File: config.mk
export PLATFORM = sky130hd
export DESIGN_NAME = split_float_cmp
export DESIGN_NICKNAME = d
export VERILOG_FILES = /design/src/rtl/sfc_pkg.sv /design/src/rtl/sfc_unpack.sv /design/src/rtl/sfc_order.sv /design/src/rtl/sfc_select.sv /design/src/rtl/split_float_cmp.sv
export SDC_FILE = /design/constraint.sdc
export NUM_CORES = 1
export LEC_CHECK = 0
export ABC_AREA = 1
export BUFFER_PORTS_ARGS = -buffer_cell sky130_fd_sc_hd__buf_4
export CORE_AREA = 2 2 68 70
export DETAILED_ROUTE_END_ITERATION = 6
export DIE_AREA = 0 0 70 72
export HOLD_SLACK_MARGIN = 0.06
export PLACE_DENSITY = 0.8
export REMOVE_ABC_BUFFERS = 1
export SLEW_MARGIN = 20
export SYNTH_ARGS = -nofsm -noshare
export SYNTH_HDL_FRONTEND = slang
export SYNTH_HIERARCHICAL = 1
export SYNTH_SLANG_ARGS = --single-unit
File: constraint.sdc
create_clock -name clk -period 0.8 [get_ports clk]
set_input_delay 0.16 -clock clk [delete_from_list [all_inputs] [get_ports clk]]
set_output_delay 0.16 -clock clk [all_outputs]
set_load 0.02 [all_outputs]
File: src/rtl/sfc_pkg.sv
package sfc_pkg;

   typedef enum logic [2:0] {
      REL_EQ = 3'd0,
      REL_NE = 3'd1,
      REL_LT = 3'd2,
      REL_LE = 3'd3,
      REL_GT = 3'd4,
      REL_GE = 3'd5
   } rel_code_e;

   typedef struct packed {
      logic lt;
      logic eq;
      logic gt;
   } order_t;

   localparam int ORDER_SIGN_MAG = 0;
   localparam int ORDER_KEYED    = 1;

endpackage

File: src/rtl/sfc_unpack.sv
module sfc_unpack #(
   parameter int WORD_W = 16,
   parameter int EXP_W  = 8,
   parameter int FRAC_W = 23,
   localparam int FULL_W = 2 * WORD_W,
   localparam int MAG_W  = EXP_W + FRAC_W
) (
   input  logic [WORD_W-1:0] lo_half,
   input  logic [WORD_W-1:0] hi_half,
   output logic              sign,
   output logic [MAG_W-1:0]  mag,
   output logic              is_nan,
   output logic              is_zero
);

   generate
      if (FULL_W != 1 + MAG_W) begin : g_bad_split
         $error("sfc_unpack: two halves must hold sign, exponent and fraction exactly");
      end
   endgenerate

   logic [FULL_W-1:0] whole;
   logic [EXP_W-1:0]  expo;
   logic [FRAC_W-1:0] frac;

   always_comb begin
      whole   = {hi_half, lo_half};
      sign    = whole[FULL_W-1];
      mag     = whole[MAG_W-1:0];
      expo    = whole[MAG_W-1 -: EXP_W];
      frac    = whole[FRAC_W-1:0];
      is_nan  = (&expo) && (|frac);
      is_zero = ~|mag;
   end

endmodule

File: src/rtl/sfc_order.sv
module sfc_order
   import sfc_pkg::*;
#(
   parameter int MAG_W       = 31,
   parameter int ORDER_STYLE = ORDER_SIGN_MAG
) (
   input  logic             sign_a,
   input  logic [MAG_W-1:0] mag_a,
   input  logic             sign_b,
   input  logic [MAG_W-1:0] mag_b,
   input  logic             nan_any,
   input  logic             zero_both,
   output order_t           rel
);

   generate
      if (ORDER_STYLE != ORDER_SIGN_MAG && ORDER_STYLE != ORDER_KEYED) begin : g_bad_style
         $error("sfc_order: unknown ORDER_STYLE");
      end

      if (ORDER_STYLE == ORDER_SIGN_MAG) begin : g_signmag
         always_comb begin
            rel = '0;
            if (nan_any) begin
               rel = '0;
            end else if (zero_both) begin
               rel.eq = 1'b1;
            end else if (sign_a != sign_b) begin
               rel.lt = sign_a;
               rel.gt = sign_b;
            end else if (mag_a == mag_b) begin
               rel.eq = 1'b1;
            end else if (sign_a) begin
               rel.lt = (mag_a > mag_b);
               rel.gt = (mag_a < mag_b);
            end else begin
               rel.lt = (mag_a < mag_b);
               rel.gt = (mag_a > mag_b);
            end
         end
      end else begin : g_keyed
         logic [MAG_W:0] key_a;
         logic [MAG_W:0] key_b;
         always_comb begin
            key_a = sign_a ? ~{1'b1, mag_a} : {1'b1, mag_a};
            key_b = sign_b ? ~{1'b1, mag_b} : {1'b1, mag_b};
            rel   = '0;
            if (nan_any) begin
               rel = '0;
            end else if (zero_both || key_a == key_b) begin
               rel.eq = 1'b1;
            end else begin
               rel.lt = (key_a < key_b);
               rel.gt = (key_a > key_b);
            end
         end
      end
   endgenerate

endmodule

File: src/rtl/sfc_select.sv
module sfc_select
   import sfc_pkg::*;
(
   input  logic [2:0] code,
   input  order_t     rel,
   output logic       truth
);

   always_comb begin
      case (code)
         REL_EQ:  truth = rel.eq;
         REL_NE:  truth = ~rel.eq;
         REL_LT:  truth = rel.lt;
         REL_LE:  truth = rel.lt | rel.eq;
         REL_GT:  truth = rel.gt;
         REL_GE:  truth = rel.gt | rel.eq;
         default: truth = 1'b0;
      endcase
   end

endmodule

File: src/rtl/split_float_cmp.sv
module split_float_cmp
   import sfc_pkg::*;
#(
   parameter int WORD_W      = 16,
   parameter int EXP_W       = 8,
   parameter int FRAC_W      = 23,
   parameter int ORDER_STYLE = ORDER_SIGN_MAG,
   localparam int MAG_W      = EXP_W + FRAC_W,
   localparam int N_OPS      = 2
) (
   input  logic              clk,
   input  logic              rst_n,
   input  logic              in_valid,
   input  logic [WORD_W-1:0] a_lo,
   input  logic [WORD_W-1:0] a_hi,
   input  logic [WORD_W-1:0] b_lo,
   input  logic [WORD_W-1:0] b_hi,
   input  logic [2:0]        pred,
   output logic              res_valid,
   output logic [WORD_W-1:0] res_word
);

   generate
      if (WORD_W < 2) begin : g_bad_word
         $error("split_float_cmp: WORD_W too small for result word");
      end
   endgenerate

   logic [WORD_W-1:0] lo_in   [N_OPS];
   logic [WORD_W-1:0] hi_in   [N_OPS];
   logic              op_sign [N_OPS];
   logic [MAG_W-1:0]  op_mag  [N_OPS];
   logic              op_nan  [N_OPS];
   logic              op_zero [N_OPS];

   assign lo_in[0] = a_lo;
   assign hi_in[0] = a_hi;
   assign lo_in[1] = b_lo;
   assign hi_in[1] = b_hi;

   for (genvar g = 0; g < N_OPS; g++) begin : g_op
      sfc_unpack #(
         .WORD_W (WORD_W),
         .EXP_W  (EXP_W),
         .FRAC_W (FRAC_W)
      ) u_unpack (
         .lo_half (lo_in[g]),
         .hi_half (hi_in[g]),
         .sign    (op_sign[g]),
         .mag     (op_mag[g]),
         .is_nan  (op_nan[g]),
         .is_zero (op_zero[g])
      );
   end

   logic   nan_any;
   logic   zero_both;
   order_t rel;
   logic   truth;

   assign nan_any   = op_nan[0] | op_nan[1];
   assign zero_both = op_zero[0] & op_zero[1];

   sfc_order #(
      .MAG_W       (MAG_W),
      .ORDER_STYLE (ORDER_STYLE)
   ) u_order (
      .sign_a    (op_sign[0]),
      .mag_a     (op_mag[0]),
      .sign_b    (op_sign[1]),
      .mag_b     (op_mag[1]),
      .nan_any   (nan_any),
      .zero_both (zero_both),
      .rel       (rel)
   );

   sfc_select u_select (
      .code  (pred),
      .rel   (rel),
      .truth (truth)
   );

   always_ff @(posedge clk or negedge rst_n) begin
      if (!rst_n) begin
         res_valid <= 1'b0;
         res_word  <= '0;
      end else begin
         res_valid <= in_valid;
         if (in_valid) begin
            res_word <= {{(WORD_W-1){1'b0}}, truth};
         end
      end
   end

   // strobe follows the request by one edge
   assert_valid_follows_R3: assert property (@(posedge clk) disable iff (!rst_n)
      in_valid |=> res_valid);
   assert_valid_drops_R3: assert property (@(posedge clk) disable iff (!rst_n)
      !in_valid |=> !res_valid);

   // idle edges keep the answer
   assert_hold_idle_R4: assert property (@(posedge clk) disable iff (!rst_n)
      !in_valid |=> $stable(res_word));

   // only bit 0 may be set
   assert_bool_word_R2: assert property (@(posedge clk) disable iff (!rst_n)
      res_word[WORD_W-1:1] == '0);

   // ordering core yields at most one relation
   assert_order_excl_R7: assert property (@(posedge clk) disable iff (!rst_n)
      $onehot0(rel));

   // unordered operands produce no relation; not-equal answers 1
   assert_nan_unordered_R6: assert property (@(posedge clk) disable iff (!rst_n)
      nan_any |-> (rel == '0));
   assert_nan_ne_true_R6: assert property (@(posedge clk) disable iff (!rst_n)
      (in_valid && nan_any && pred == REL_NE) |=> (res_word == 1));

   // zeros of either sign are equal
   assert_zero_equal_R5: assert property (@(posedge clk) disable iff (!rst_n)
      zero_both |-> rel.eq);

   // unused codes answer 0
   assert_unused_code_R9: assert property (@(posedge clk) disable iff (!rst_n)
      (in_valid && pred > 3'd5) |=> (res_word == '0));

endmodule

==> results list <==
- Final worst setup slack: -0.9763 ns
* Share of the synthesized area in the top cell type: 0.2869
- Number of standard cells after synthesis: 353
- Post-synthesis average cell area: 5.855 µm²
- Across every metal layer, demand over resource in global routing totals 0.1928.
- The clock arrives with 0 ns of skew.
* Final critical delay including setup and external delays: 1.776 ns
- Synthesis inferred 2 register bits.
* Rows: 24
- Type of element launching the critical path: primary input
* Leak pwr: 1.467 nW
- Of the total synthesized cell area, the portion taken by full adders, half adders and majority gates is 0.1877.
- Max-capacitance violation count: 0
- After detailed routing, no signal wire sits above met4.
- Synth Area in Compound Gates: 0.04540
- The floorplan step defined a die boundary enclosing 0.005040 mm².
* Fraction of the cycle the final worst path needs: 2.220
- The number of global-route vias before repair was 2069.
* Via count of the routed design: 2038
- The count of final hold-check violations was 0.
* Library cell appearing most often on the critical path: nand2_1
- The min-delay analysis places its worst path in the category in2reg.
- The signal on the critical path passes through buf_4 > inv_1 > ha_4 > nand2_2 > a21oi_2 > nor2_2 > nand2_2 > a21oi_4 > nand2_2 > nand2_2 > nand2_1 > nor2_1 > inv_1 > nand2_1 > nand2_1 > nand2_1 > nand2_1 > nor2_1 > nand2_1 > nand2_1.
* Crit Path Category: in2reg
- Synth Cell Area: 0.002067 mm²
* Number of antenna violations at the first check in global routing: 0
- The Yosys step of the flow raised 6 warnings.
* Proportion of synthesized chip area in sequential cells: 0.02421
- For this configuration, the core starts out at a cell density of 0.4847.
- The max-slew violation count was 0.
- Inserted Clock Buffers: 3
* Slowest stage cell, crit path: ha_4
* PwrDens: 692.1 mW/mm²
- Worst-case clock buffer depth: 2
- In the final layout, the share of cells above drive strength 1 is 0.4282.
- After detailed routing, the wire length on met1 is 2066 µm.
- After detailed routing, the number of remaining DRC violations is 0.
* WHS: 0.07898 ns
- Global-route wire length before repair: 8259 µm
- Routed WL: 5241 µm
* Width of the chip: 70 µm
- Area delta synth->final: 30.51%
- On the worst path, the slowest cell contributes a delay of 0.20 ns.
- 0 antenna diodes ended up in the layout.
- The worst setup path is captured at a register.
* Maximum clock frequency: 563.0 MHz
- CTS tree: built
- The tree built by TritonCTS fans out to 2 sinks.
* Core region area: 0.004264 mm²
- Overall die height: 72 µm
- Post-DR vias/cell: 4.611
- Violation count after the first detailed-routing iteration: 61
* Status: complete, but fails checks
* Antenna Nets Post-Route: 0
* Data arrival at the endpoint of the critical path: 1.92 ns
* Post-layout total power: 0.001867 W
- Net total in the final layout: 493
* Number of I/O port buffers: 71
- Setup repair after global routing could not meet its margin everywhere.
- Setup violations remaining at the end of the flow were counted as 3.
- Counting distinct cell types in the post-synthesis netlist gives 24.
* Max Fanout on Critical Path: 3
- Final global-route overflow total: 0
- After filler insertion, the fill cell instance count of the layout stands at 366.
* Bufs and invs on worst path: 3
* Dominant combinational cell family by area after synthesis: buffers and inverters
- After clock tree synthesis, the clock-pin slew on the worst setup and hold paths is 0.03 ns.
* Peak supply drop: 342.8 µV
- DP HPWL: 4069 µm
- Among cell families on the critical path, the largest total delay comes from simple AND/OR/NAND/NOR gates.
* Global placer's final weighted congestion: 0.9065
- In this run the count of I/O pins placed on the die edge is 87.
- Met3 wire length: 336 µm
- Summed over all instances, the cell type with the most area after synthesis is buf_4.
- Clock insertion delay at the later pin of the skew report: 0.21 ns
* Post-DR wirelength/cell: 11.86 µm
- Synthesized-area fraction occupied by and/or/nand/nor cells: 0.3450
- CTS placed an instance of clkbuf_8 at the clock tree root.
* Pin count of the biggest net entering global routing: 4
* Failing checks: negative setup slack
- Sorting the synthesized cells by area gives the leading types as buf_4 (29%), ha_1 (19%), nand2_1 (14%).
- Of the total synthesized cell area, the portion taken by XOR and XNOR cells is 0.
- Measured against the total synthesized area, the mux share comes to 0.
* H-tree Lvls: 1
- The first detailed-routing pass took 4 iterations.
- Detailed route wirelength on metal2: 2696 µm
- At the worst endpoint, the required time is 0.94 ns.
per-layer routing:
metal  vias to the layer above  global-route usage
li1                       1062                   -
met1                       878              0.2233
met2                        86              0.3757
met3                        12             0.02222
met4                         0             0.04915
met5                         -                   0
cell usage after synthesis:
master     n
buf_4     79
nand2_1   79
inv_1     57
nor2_1    50
ha_1      31
a21oi_1   10
nand4_1    9
nor2_2     8
nand3_1    5
inv_2      3
nor3_1     3
a21o_1     2
dfrtp_1    2
nand2_2    2
nand3b_1   2
nor2_4     2
o21ai_0    2
a21oi_2    1
conb_1     1
nand3_2    1
nor3_2     1
o21ba_1    1
or2_0      1
or2_1      1
final cells by class:
type / instances / area, µm² / area share
clock buffer: 3 / 41.29 / 0.01531
inverter: 60 / 225.2 / 0.08349
multi-input combinational: 226 / 1559 / 0.5779
sequential: 2 / 50.05 / 0.01855
tap: 52 / 65.06 / 0.02412
timing repair buffer: 99 / 757.0 / 0.2806
state kept, by name, summed over array words and instances, names as in the netlist:
register	count
res_word	1
res_valid	1
stage by stage:
step	utilization	area [µm²]	setup WS (ns)	cells	TNS, ns
3_5_place_dp	0.5423	2312	-1.084	436	-1.084
5_1_grt	0.6326	2698	-1.113	442	-1.276
6_report	0.6326	2698	-0.9763	442	-1.118
3_3_place_gp	0.5423	2312	-1.031	436	-1.031
2_1_floorplan	-	1526	-0.8069	288	-0.8069
4_1_cts	0.5792	2470	-0.8410	441	-0.9781
placed cells by master, fill, tap and decap left out, types with 3 or more instances in the layout:
cell type | netlist | final
nand2_2 | 2 | 13
buf_6 | 0 | 3
nand3_1 | 5 | 4
clkbuf_8 | 0 | 3
inv_2 | 3 | 7
ha_4 | 0 | 16
conb_1 | 1 | 15
a21oi_2 | 1 | 3
nand2_1 | 79 | 67
nor2_2 | 8 | 15
buf_4 | 79 | 95
nor2_4 | 2 | 4
nand4_1 | 9 | 9
ha_1 | 31 | 15
nor2_1 | 50 | 41
a21oi_1 | 10 | 7
inv_1 | 57 | 53
logic make-up (layout without fill, tap and decap cells):
kind of cell,after synthesis,after routing
and+or+nand+nor,164,164
other,1,15
AOI/OAI and AO/OA,16,16
adders and majority gates,31,31
DFF,2,2
buffers and inverters,139,162
where the power goes:
group | switching (W) | total [W] | internal, W
clock | 0.0000799 | 0.000398 | 0.000318
combinational | 0.000681 | 0.00135 | 0.000669
sequential | 0.00000652 | 0.000118 | 0.000112
what timing repair did:
item / CTS / global route
setup endpoints to repair: 3 / 3
hold buffers: 1 / 0
hold endpoints to repair: 2 / 0
pin swaps: 10 / 28
gates resized for setup: 14 / 44
buffers inserted: 1 / 1
final timing paths:
check / slack, ns / cells past startpoint / start / to
max in group asynchronous: 0.42 / 2 / rst_n / res_word[0]
setup reg to reg: 0.06 / 3 / res_word[0] / res_word[0]
min in group asynchronous: 0.28 / 2 / rst_n / res_valid
setup / recovery: -0.98 / 20 / b_hi[14] / res_word[0]
hold / removal: 0.08 / 1 / in_valid / res_valid
hold reg to reg: 0.62 / 3 / res_word[0] / res_word[0]
(Power assumes the default switching activity.)
